<file path="src/rtl/sfclk_pkg.sv">
package sfclk_pkg;

  localparam int CTRL_W        = 10;
  localparam int DIV_W         = 3;
  localparam int SRC_W         = 2;
  localparam int DIV_LSB       = 0;
  localparam int SRC_LSB       = 3;
  localparam int GATE_MAIN_BIT = 8;
  localparam int GATE_HALF_BIT = 9;

  typedef struct packed {
    logic             gate_half;
    logic             gate_main;
    logic [SRC_W-1:0] src;
    logic [DIV_W-1:0] div;
  } ctrl_t;

  localparam ctrl_t CTRL_RST = '{gate_half: 1'b1, gate_main: 1'b1,
                                 src: 2'd2, div: 3'd1};

  // Source codes 2 and 3 are the legal ones.
  function automatic logic src_legal(input logic [SRC_W-1:0] code);
    return code[SRC_W-1];
  endfunction

  // Main-ratio codes must be odd; ratio = code + 1.
  function automatic logic div_legal(input logic [DIV_W-1:0] code);
    return code[0];
  endfunction

  function automatic ctrl_t ctrl_unpack(input logic [CTRL_W-1:0] v);
    ctrl_t c;
    c.gate_half = v[GATE_HALF_BIT];
    c.gate_main = v[GATE_MAIN_BIT];
    c.src       = v[SRC_LSB +: SRC_W];
    c.div       = v[DIV_LSB +: DIV_W];
    return c;
  endfunction

  function automatic logic [CTRL_W-1:0] ctrl_pack(input ctrl_t c);
    logic [CTRL_W-1:0] v;
    v                    = '0;
    v[GATE_HALF_BIT]     = c.gate_half;
    v[GATE_MAIN_BIT]     = c.gate_main;
    v[SRC_LSB +: SRC_W]  = c.src;
    v[DIV_LSB +: DIV_W]  = c.div;
    return v;
  endfunction

endpackage

</file>
<file path="src/rtl/sfclk_rst_sync.sv">
module sfclk_rst_sync #(
  parameter int STAGES = 2
) (
  input  logic clk,
  input  logic arst_n,
  output logic srst_n
);

  logic [STAGES-1:0] sync_q;
  logic [STAGES-1:0] sync_d;

  always_comb begin
    sync_d = {sync_q[STAGES-2:0], 1'b1};
  end

  always_ff @(posedge clk or negedge arst_n) begin
    if (!arst_n) sync_q <= '0;
    else         sync_q <= sync_d;
  end

  assign srst_n = sync_q[STAGES-1];

endmodule

</file>
<file path="src/rtl/sfclk_ctrl_reg.sv">
module sfclk_ctrl_reg
  import sfclk_pkg::*;
(
  input  logic              clk,
  input  logic              rst_n,
  input  logic              wr_en,
  input  logic [CTRL_W-1:0] wdata,
  output ctrl_t             ctrl_q
);

  ctrl_t req;
  ctrl_t ctrl_d;

  always_comb begin
    req    = ctrl_unpack(wdata);
    ctrl_d = ctrl_q;
    ctrl_d.gate_half = req.gate_half;
    ctrl_d.gate_main = req.gate_main;
    // Reserved codes are dropped per field; the old setting stays.
    if (src_legal(req.src)) ctrl_d.src = req.src;
    if (div_legal(req.div)) ctrl_d.div = req.div;
  end

  always_ff @(posedge clk or negedge rst_n) begin
    if (!rst_n)     ctrl_q <= CTRL_RST;
    else if (wr_en) ctrl_q <= ctrl_d;
  end

endmodule

</file>
<file path="src/rtl/sfclk_prediv.sv">
module sfclk_prediv #(
  parameter int   PRE_LO = 5,
  parameter int   PRE_HI = 6,
  parameter logic RST_HI = 1'b0
) (
  input  logic clk,
  input  logic rst_n,
  input  logic load,
  input  logic sel_hi,
  output logic tick
);

  localparam int PRE_MAX = (PRE_HI > PRE_LO) ? PRE_HI : PRE_LO;
  localparam int CNT_W   = $clog2(PRE_MAX);

  logic [CNT_W-1:0] cnt_q, cnt_d, last;
  logic             hi_q, hi_d;

  always_comb begin
    last  = hi_q ? CNT_W'(PRE_HI - 1) : CNT_W'(PRE_LO - 1);
    tick  = (cnt_q == last);
    cnt_d = tick ? '0 : cnt_q + 1'b1;
    hi_d  = load ? sel_hi : hi_q;
  end

  always_ff @(posedge clk or negedge rst_n) begin
    if (!rst_n) begin
      cnt_q <= '0;
      hi_q  <= RST_HI;
    end else begin
      cnt_q <= cnt_d;
      hi_q  <= hi_d;
    end
  end

endmodule

</file>
<file path="src/rtl/sfclk_maindiv.sv">
module sfclk_maindiv #(
  parameter int             DIV_W    = 3,
  parameter logic [DIV_W-1:0] RST_LAST = 1
) (
  input  logic             clk,
  input  logic             rst_n,
  input  logic             tick,
  input  logic [DIV_W-1:0] div_code,
  input  logic             gate,
  output logic             boundary,
  output logic             run_nx,
  output logic             clk_o
);

  logic [DIV_W-1:0] cnt_q, cnt_d;
  logic [DIV_W-1:0] last_q, last_d;
  logic             en_q, en_d;
  logic             clk_q, clk_d;
  logic [DIV_W:0]   half_len;

  always_comb begin
    boundary = tick && (cnt_q == last_q);
    cnt_d    = cnt_q;
    last_d   = last_q;
    en_d     = en_q;
    if (boundary) begin
      // Only here are ratio and gate taken from the register.
      cnt_d  = '0;
      last_d = div_code;
      en_d   = !gate;
    end else if (tick) begin
      cnt_d  = cnt_q + 1'b1;
    end
    half_len = ({1'b0, last_d} + 1'b1) >> 1;
    clk_d    = en_d && ({1'b0, cnt_d} < half_len);
    run_nx   = en_d;
  end

  always_ff @(posedge clk or negedge rst_n) begin
    if (!rst_n) begin
      cnt_q  <= '0;
      last_q <= RST_LAST;
      en_q   <= 1'b0;
      clk_q  <= 1'b0;
    end else if (tick) begin
      cnt_q  <= cnt_d;
      last_q <= last_d;
      en_q   <= en_d;
      clk_q  <= clk_d;
    end
  end

  assign clk_o = clk_q;

endmodule

</file>
<file path="src/rtl/sfclk_half.sv">
module sfclk_half (
  input  logic clk,
  input  logic rst_n,
  input  logic boundary,
  input  logic run_nx,
  input  logic gate,
  output logic clk_o
);

  logic ph_q, ph_d;
  logic en_q, en_d;
  logic out_q, out_d;

  always_comb begin
    en_d  = !gate;
    ph_d  = run_nx ? !ph_q : ph_q;
    out_d = ph_d && en_d && run_nx;
  end

  always_ff @(posedge clk or negedge rst_n) begin
    if (!rst_n) begin
      ph_q  <= 1'b0;
      en_q  <= 1'b0;
      out_q <= 1'b0;
    end else if (boundary) begin
      ph_q  <= ph_d;
      en_q  <= en_d;
      out_q <= out_d;
    end
  end

  assign clk_o = out_q & en_q;

endmodule

</file>
<file path="src/rtl/sfclk_gen.sv">
module sfclk_gen
  import sfclk_pkg::*;
#(
  parameter int PRE_LO     = 5,
  parameter int PRE_HI     = 6,
  parameter int RST_STAGES = 2
) (
  input  logic              clk,
  input  logic              rst_n,
  input  logic              cfg_wr,
  input  logic [CTRL_W-1:0] cfg_wdata,
  output logic [CTRL_W-1:0] cfg_rdata,
  output logic              flash_clk_o,
  output logic              flash_half_clk_o
);

  localparam logic PRE_RST_HI = (CTRL_RST.src == 2'd3);

  logic  srst_n;
  ctrl_t ctrl_q;
  logic  tick;
  logic  boundary;
  logic  run_nx;
  logic  sel_hi;

  sfclk_rst_sync #(.STAGES(RST_STAGES)) u_rst (
    .clk    (clk),
    .arst_n (rst_n),
    .srst_n (srst_n)
  );

  sfclk_ctrl_reg u_reg (
    .clk    (clk),
    .rst_n  (srst_n),
    .wr_en  (cfg_wr),
    .wdata  (cfg_wdata),
    .ctrl_q (ctrl_q)
  );

  assign sel_hi = (ctrl_q.src == 2'd3);

  sfclk_prediv #(
    .PRE_LO (PRE_LO),
    .PRE_HI (PRE_HI),
    .RST_HI (PRE_RST_HI)
  ) u_pre (
    .clk    (clk),
    .rst_n  (srst_n),
    .load   (boundary),
    .sel_hi (sel_hi),
    .tick   (tick)
  );

  sfclk_maindiv #(
    .DIV_W    (DIV_W),
    .RST_LAST (CTRL_RST.div)
  ) u_main (
    .clk      (clk),
    .rst_n    (srst_n),
    .tick     (tick),
    .div_code (ctrl_q.div),
    .gate     (ctrl_q.gate_main),
    .boundary (boundary),
    .run_nx   (run_nx),
    .clk_o    (flash_clk_o)
  );

  sfclk_half u_half (
    .clk      (clk),
    .rst_n    (srst_n),
    .boundary (boundary),
    .run_nx   (run_nx),
    .gate     (ctrl_q.gate_half),
    .clk_o    (flash_half_clk_o)
  );

  assign cfg_rdata = ctrl_pack(ctrl_q);

endmodule

</file>
<file path="config.mk">
export PLATFORM = sky130hd
export DESIGN_NAME = sfclk_gen
export DESIGN_NICKNAME = d
export VERILOG_FILES = /design/src/rtl/sfclk_pkg.sv /design/src/rtl/sfclk_rst_sync.sv /design/src/rtl/sfclk_ctrl_reg.sv /design/src/rtl/sfclk_prediv.sv /design/src/rtl/sfclk_maindiv.sv /design/src/rtl/sfclk_half.sv /design/src/rtl/sfclk_gen.sv
export SDC_FILE = /design/constraint.sdc
export NUM_CORES = 1
export LEC_CHECK = 0
export ABC_AREA = 1
export BUFFER_PORTS_ARGS = -buffer_cell sky130_fd_sc_hd__buf_2
export CORE_MARGIN = 4
export CORE_UTILIZATION = 50
export DETAILED_ROUTE_END_ITERATION = 16
export PLACE_DENSITY = 0.74
export SLEW_MARGIN = 30
export SYNTH_ARGS = -nofsm -noshare
export SYNTH_HDL_FRONTEND = slang
export SYNTH_SLANG_ARGS = --single-unit
</file>
<file path="constraint.sdc">
create_clock -name clk -period 2.3 [get_ports clk]
set_clock_uncertainty 0.15 [all_clocks]
set_input_delay 0.46 -clock clk [delete_from_list [all_inputs] [get_ports clk]]
set_output_delay 0.46 -clock clk [all_outputs]
set_load 0.1 [all_outputs]
</file>
==> reports/results.tsv, run 1 <==
stage	metric	value	unit
status	status	completed	
yosys	synth_top_area_share	40.4	%
drt	drt-initial-drc-count	5	
timing	timing.slew.headroom	47.0	%
drt	wire_per_inst	11.6	um
critical_path	cp_top_family	simple AND/OR/NAND/NOR gates	
yosys	postSynthCellCount	126	
critical_path	end_kind	flop	
global_route	grt_use_total	13.7	%
drt	wl_met1	831	um
clocking	clock-sinks	22	
cells_and_area	antennaDiodeCount	0	
drt	ant_nets	0	
yosys	synth_top_area_cell	dfrtp_1	
yosys	synth_seq_area_share	47.1	%
clocking	htreeDepth	1	
critical_path	r2r-start	u_main.cnt_q[2]	
floorplan	die_area	0.00320	mm2
cells_and_area	fillCellCount	193	
yosys	synthTopCellsByArea	dfrtp_1 (40%), nand2_1 (11%), dfstp_2 (6.7%)	
drt	wl	2070	um
drt	dr.pass1.iters	4	
timing	final-setup-viol-count	0	
placement	port_buffers	16	
critical_path	path_class	flop to flop	
drt	vias	836	
clocking	insertion_delay	0.30	ns
timing	finalHoldViolations	0	
hold_path	hold_path_class	flop to asynchronous set/reset pin	
clocking	path_clk_slew	0.12	ns
timing	rsz0062_at_grt	yes	
timing	fin_crit_sh	97.8	%
run	max_cap_violations	0	
yosys	synth_flop_cell	dfrtp_1	
timing	slew_viol_final	0	
drt	drcViolationCount	0	
yosys	ys_top_cells_by_count	nand2_1 (36), dfrtp_1 (19), inv_1 (15)	
critical_path	slowest_delay	0.47	ns
global_route	overflow	0	
global_route	grt_pass1_wl	3520	um
floorplan	die_width	56.5	um
yosys	async_reset_ff_share	100	%
critical_path	critPathBufInv	1	
floorplan	start_util	52.7	%
power	power	1180	uW
critical_path	critical_path.cell_chain	xnor2_2, nand3_4, nor2_8, buf_6, nand2_4, nand2_4, nand3_1, ha_1, a211oi_2, nand3_1, nand2_1	
global_route	grt_pass1_vias	846	
timing	worstMarginPinSlew	0.794	ns
yosys	yosysMostFrequentCell	nand2_1	
cells_and_area	post-route-cell-area	0.00140	mm2
critical_path	critPathSlowestCell	dfrtp_2	
yosys	yosysUniqueCellTypes	27	
drt	wl_met3	90	um
power	p_per_area	843	mW/mm2
critical_path	worstSetupStartpointType	flop	
placement	routabilityCongestion	0.783	
critical_path	worst_ep_arrival_time	2.35	ns
yosys	synth.cell_area	0.00118	mm2
floorplan	io_pins	25	
critical_path	crit_required	2.40	ns
timing	period_needed	2.25	ns
yosys	ys_seq_elements	22	
clocking	cts_root_buf	clkbuf_4	
critical_path	startpoint	u_main.cnt_q[2]	
timing	tns	0	ns
clocking	clock_path_buffers	2	
power	ir_drop	667	uV
cells_and_area	areaGrowthSynthToFinish	18.8	%
yosys	synth.avg_cell_area	9.34	um2
global_route	antenna_found_initial	0	
floorplan	rows	17	
floorplan	die_h	56.5	um
placement	dpl-instance-area	0.00127	mm2
placement	hpwl	1540	um
drt	route.met2.wl	1140	um
clocking	cts_tree	done	
cells_and_area	drive_above_1_share	38.0	%
drt	viasPerCell	4.70	
drt	top_layer	met4	
clocking	cts_made_buffers	3	
floorplan	core	0.00223	mm2
yosys	yosysWarnings	0	
global_route	grt_max_degree	21	
cells_and_area	nNetsFinal	169	
yosys	synth-edff-count	0	
critical_path	cp_max_fo	5	
timing	max_freq	445	MHz
power	leakage	0.000787	uW
==> cells in the final DEF, fill, tap and decap left out, types with 2 or more instances in the layout <==
| cell type | synthesis | final |
|---|---|---|
| nand2_4 | 4 | 5 |
| xnor2_1 | 3 | 2 |
| inv_2 | 2 | 3 |
| dfstp_2 | 3 | 3 |
| ha_1 | 5 | 4 |
| o21ai_0 | 6 | 6 |
| buf_2 | 0 | 16 |
| buf_4 | 8 | 6 |
| clkbuf_4 | 0 | 3 |
| conb_1 | 2 | 6 |
| nand2_2 | 1 | 5 |
| nor2_1 | 3 | 3 |
| nand3_1 | 4 | 4 |
| nand2_1 | 36 | 31 |
| inv_1 | 15 | 14 |
| nand3_4 | 1 | 2 |
| dfrtp_1 | 19 | 18 |
| mux2_2 | 2 | 2 |
| xor2_1 | 2 | 2 |
==> stage by stage <==
step                      worst slack [ns]  instances  hold slack (ns)  utilization [%]
after floorplan                     0.0146        130           0.0144                -
after global placement              0.0548        169           0.0950             56.9
after detailed placement           0.00595        169           0.0960             56.9
after CTS                          0.00343        174            0.196             59.8
after global routing               -0.0470        178            0.208             62.6
final                               0.0505        178            0.183             62.6
==> metal layers <==
metal | GRT usage [%] | up-vias
met5 | 0 | -
li1 | - | 423
met1 | 15.8 | 395
met3 | 1.84 | 2
met2 | 25.9 | 16
met4 | 4.07 | 0
==> worst paths after layout <==
kind                                    to  slack, ns  cells past startpoint
max                           u_main.clk_o       0.05                     11
min                        u_reg.ctrl_q[2]       0.18                      0
max reg2reg                   u_main.clk_o       0.05                     11
min reg2reg                u_reg.ctrl_q[2]       0.18                      0
max in group asynchronous  u_main.cnt_q[2]       1.28                      0
min in group clk           u_reg.ctrl_q[3]       0.20                      2
==> kinds of logic after synthesis <==
| family | synth area share (%) |
|---|---|
| AND/OR/NAND/NOR | 24.0 |
| buffers and inverters | 11.1 |
| flip-flops | 47.1 |
| AO/OA/AOI/OAI | 4.89 |
| XOR/XNOR | 5.10 |
| adder cells (fa/ha/maj) | 5.31 |
| other | 0.638 |
| multiplexers | 1.91 |
==> power breakdown <==
| group | switching, uW | total, uW | internal (uW) |
|---|---|---|---|
| sequential | 48.8 | 493 | 444 |
| combinational | 343 | 475 | 132 |
| clock | 114 | 210 | 96.4 |
==> repair_timing <==
item                                   4_1_cts  5_1_grt
cloned                                       0        0
gates resized for setup                      3       11
buffers inserted                             0        4
hold buffers                                 1        0
setup endpoints to repair                    1        1
pin swaps                                    1        8
endpoints found under the hold margin        2        0
==> cell type report <==
class	instances	area (um2)	area share, %
clock buffers	4	36.3	2.59
inverters	18	70.1	5.01
multi-input cells	82	556	39.7
flip-flops and latches	22	556	39.7
well taps	28	35.0	2.50
repair buffers	24	146	10.5
==> sequential cells by signal, indices dropped and copies added (netlist names) <==
signal,count
u_half.en_q,1
u_rst.sync_q,2
u_pre.cnt_q,3
u_main.cnt_q,3
u_main.clk_o,1
u_main.last_q,3
u_reg.ctrl_q,5
u_pre.hi_q,1
u_half.out_q,1
u_half.ph_q,1
u_main.en_q,1
(Power assumes the default switching activity.)
==> inputs of run 2 (changes only) <==
BUFFER_PORTS_ARGS = -buffer_cell sky130_fd_sc_hd__buf_4   (was -buffer_cell sky130_fd_sc_hd__buf_2)
==> run 2 against run 1 <==
Compared with the run above: global-route usage increased by 0.70 points; via count decreased by 3.0%; critical path depth up 2; setup slack better by 0.0052 ns; sequential share of layout area fell by 0.58 points; die area is the same; flip-flop and latch count is the same; non-clock buffer count is 1 lower; combinational power is 4.6% higher; cell count down 0.56%; sequential power about the same; clock power is essentially flat; largest cell class unchanged; largest power group is now combinational logic.
==> reports/results.tsv, run 2 (synthesis gave the netlist of run 1 again) <==
stage	metric	value	unit	change
status	status	completed		
cells_and_area	nNetsFinal	168		-0.59%
power	pwr-share-comb	41.4	%	+1.1 points
timing	max_freq	446	MHz	+0.23%
critical_path	rrSetupSlack	0.06	ns	about the same
cells_and_area	drive_above_1_share	34.9	%	-3.1 points
placement	hpwl	1520	um	-1.2%
clocking	path_clk_slew	0.11	ns	about the same
floorplan	core	0.00223	mm2	unchanged
power	switchingPower	504	uW	-0.25%
timing	timing.slew.headroom	49.2	%	+2.1 points
floorplan	start_util	52.7	%	unchanged
clocking	insertion_delay	0.31	ns	about the same
power	p_clk_share	17.5	%	-0.3 points
power	internal_power	696	uW	+3.5%
global_route	grt_pass1_vias	881		+4.1%
power	leakage	0.000790	uW	+0.33%
floorplan	rows	17		unchanged
cells_and_area	layout_commonest_cell	nand2_1		
timing	period_needed	2.24	ns	-0.00517 ns
critical_path	cp_max_fo	3		-2
drt	dr.pass1.iters	3		-1
critical_path	critPathSlowestCell	dfstp_2		
power	swShare	42.0	%	-0.89 points
power	p_per_area	848	mW/mm2	+0.60%
cells_and_area	largest_reg_flops	5		unchanged
critical_path	critical_path.cell_chain	nand2_1, nand2_2, nand3_4, nor2_8, nand2_2, o21ai_4, ha_1, inv_1, xor2_2, ha_1, a211oi_2, nand3_1, nand2_1		
global_route	grt_use_total	14.4	%	+0.70 points
critical_path	path_class	flop to flop		
cells_and_area	post-route-util	63.4	%	+0.78 points
timing	tns	0	ns	unchanged
run	max_cap_violations	0		unchanged
cells_and_area	final_cell_mix	nand2_1 (32), buf_4 (22), dfrtp_1 (19)		
cells_and_area	areaGrowthSynthToFinish	20.3	%	
timing	worstMarginPinSlew	0.762	ns	-0.0322 ns
drt	vias	811		-3.0%
floorplan	die_area	0.00320	mm2	unchanged
clocking	clock-sinks	22		unchanged
floorplan	die_h	56.5	um	unchanged
critical_path	crit_required	2.41	ns	about the same
floorplan	die_width	56.5	um	unchanged
floorplan	io_pins	25		unchanged
timing	final-setup-viol-count	0		unchanged
global_route	grt_pass1_wl	3570	um	+1.4%
drt	viasPerCell	4.58		-2.4%
critical_path	worstSetupStartpointType	flop		
clocking	htreeDepth	1		unchanged
power	seqPwrFrac	41.1	%	-0.7 points
drt	ant_nets	0		unchanged
critical_path	r2r-start	u_main.last_q[0]		
drt	drt-initial-drc-count	9		+4
clocking	clock_path_buffers	2		unchanged
clocking	cts_tree	done		
timing	fin_crit_sh	97.6	%	-0.22 points
timing	layout_setup_ws	0.0556	ns	+0.00517 ns
global_route	overflow	0		unchanged
placement	routabilityCongestion	0.789		+0.74%
drt	drcViolationCount	0		unchanged
global_route	antenna_found_initial	0		unchanged
timing	finalHoldViolations	0		unchanged
critical_path	r2r_end	u_main.clk_o		
clocking	cts_root_buf	clkbuf_4		
cells_and_area	fillCellCount	189		-2.1%
hold_path	hold_path_class	flop to asynchronous set/reset pin		
cells_and_area	antennaDiodeCount	0		unchanged
timing	rsz0062_at_grt	yes		
critical_path	slowest_delay	0.54	ns	+0.07 ns
placement	dp_slack	-0.0106	ns	-0.0165 ns
global_route	grt_max_degree	21		unchanged
drt	wire_per_inst	10.9	um	-6.6%
clocking	cts_made_buffers	3		unchanged
critical_path	rr_worst_depth	13		+2
cells_and_area	largest-register	u_reg.ctrl_q		
power	ir_drop	622	uV	-6.7%
critical_path	end_kind	flop		
placement	port_buffers	16		unchanged
timing	slew_viol_final	0		unchanged
critical_path	worst_ep_arrival_time	2.35	ns	about the same
drt	wl	1930	um	-7.1%
==> run 2: cell count changes in the layout (fill, tap and decap cells not counted), sizes merged <==
cell | before | now
buf | 23 | 22
==> run 2: power by group through the flow <==
stage          registers (uW)  logic (uW)  clock network [uW]
5_1_grt                   503         541                 235
3_5_place_dp              501         463                   0
6_report                  493         497                 210
3_3_place_gp              498         450                   0
2_1_floorplan             577         300                   0
4_1_cts                   495         479                 218
==> run 2: routing by layer <==
metal / GRT usage (%) / vias up / part of all wire (%)
met2: 26.2 / 19 / 51
li1: - / 414 / -
met4: 8.14 / 0 / 2.8
met3: 2.07 / 5 / 4.2
met5: 0 / - / 0
met1: 15.7 / 373 / 42
==> run 2: metrics by stage <==
step | instances | hold slack, ns | cell area, um2 | total power (uW)
finish | 177 | 0.172 | 1420 | 1200
global route | 177 | 0.175 | 1420 | 1280
CTS | 174 | 0.167 | 1380 | 1190
detailed placement | 169 | 0.0945 | 1310 | 964
global placement | 169 | 0.0924 | 1310 | 948
floorplan | 130 | 0.0144 | 1190 | 876
==> run 2: area by class of cell <==
cell class / count / area [um2] / share of cell area [%]
Clock buffer: 4 / 36.3 / 2.56
Inverter: 18 / 70.1 / 4.95
Multi-Input combinational cell: 82 / 546 / 38.5
Sequential cell: 22 / 554 / 39.1
Tap cell: 28 / 35.0 / 2.47
Timing Repair Buffer: 23 / 175 / 12.4
==> run 2: what timing repair did <==
action / in CTS / in global routing
resized for setup: 4 / 4
hold endpoints to repair: 2 / 0
hold buffers: 1 / 0
buffers inserted: 0 / 3
endpoints found under the setup margin: 1 / 1
pin swaps: 0 / 2
==> run 2: how the worst max path moves through the flow <==
stage	startpoint	end	slack [ns]	depth (start not counted)
2_1_floorplan	u_reg.ctrl_q[1]	u_main.clk_o	0.01	11
3_3_place_gp	u_main.last_q[0]	u_main.clk_o	0.05	13
3_5_place_dp	u_main.last_q[0]	u_main.clk_o	-0.01	13
4_1_cts	u_main.last_q[0]	u_main.clk_o	0.03	13
5_1_grt	u_main.last_q[0]	u_main.clk_o	-0.08	15
6_report	u_main.last_q[0]	u_main.clk_o	0.06	13
==> run 2: worst max-delay path, delay by kind of cell, from the launching register on <==
| family | cells | cell delay, ns |
|---|---|---|
| and+or+nand+nor | 7 | 0.62 |
| DFF | 1 | 0.54 |
| adders and majority gates | 2 | 0.36 |
| AOI/OAI and AO/OA | 2 | 0.29 |
| xor gates and xnor gates | 1 | 0.17 |
| buffers and inverters | 1 | 0.06 |
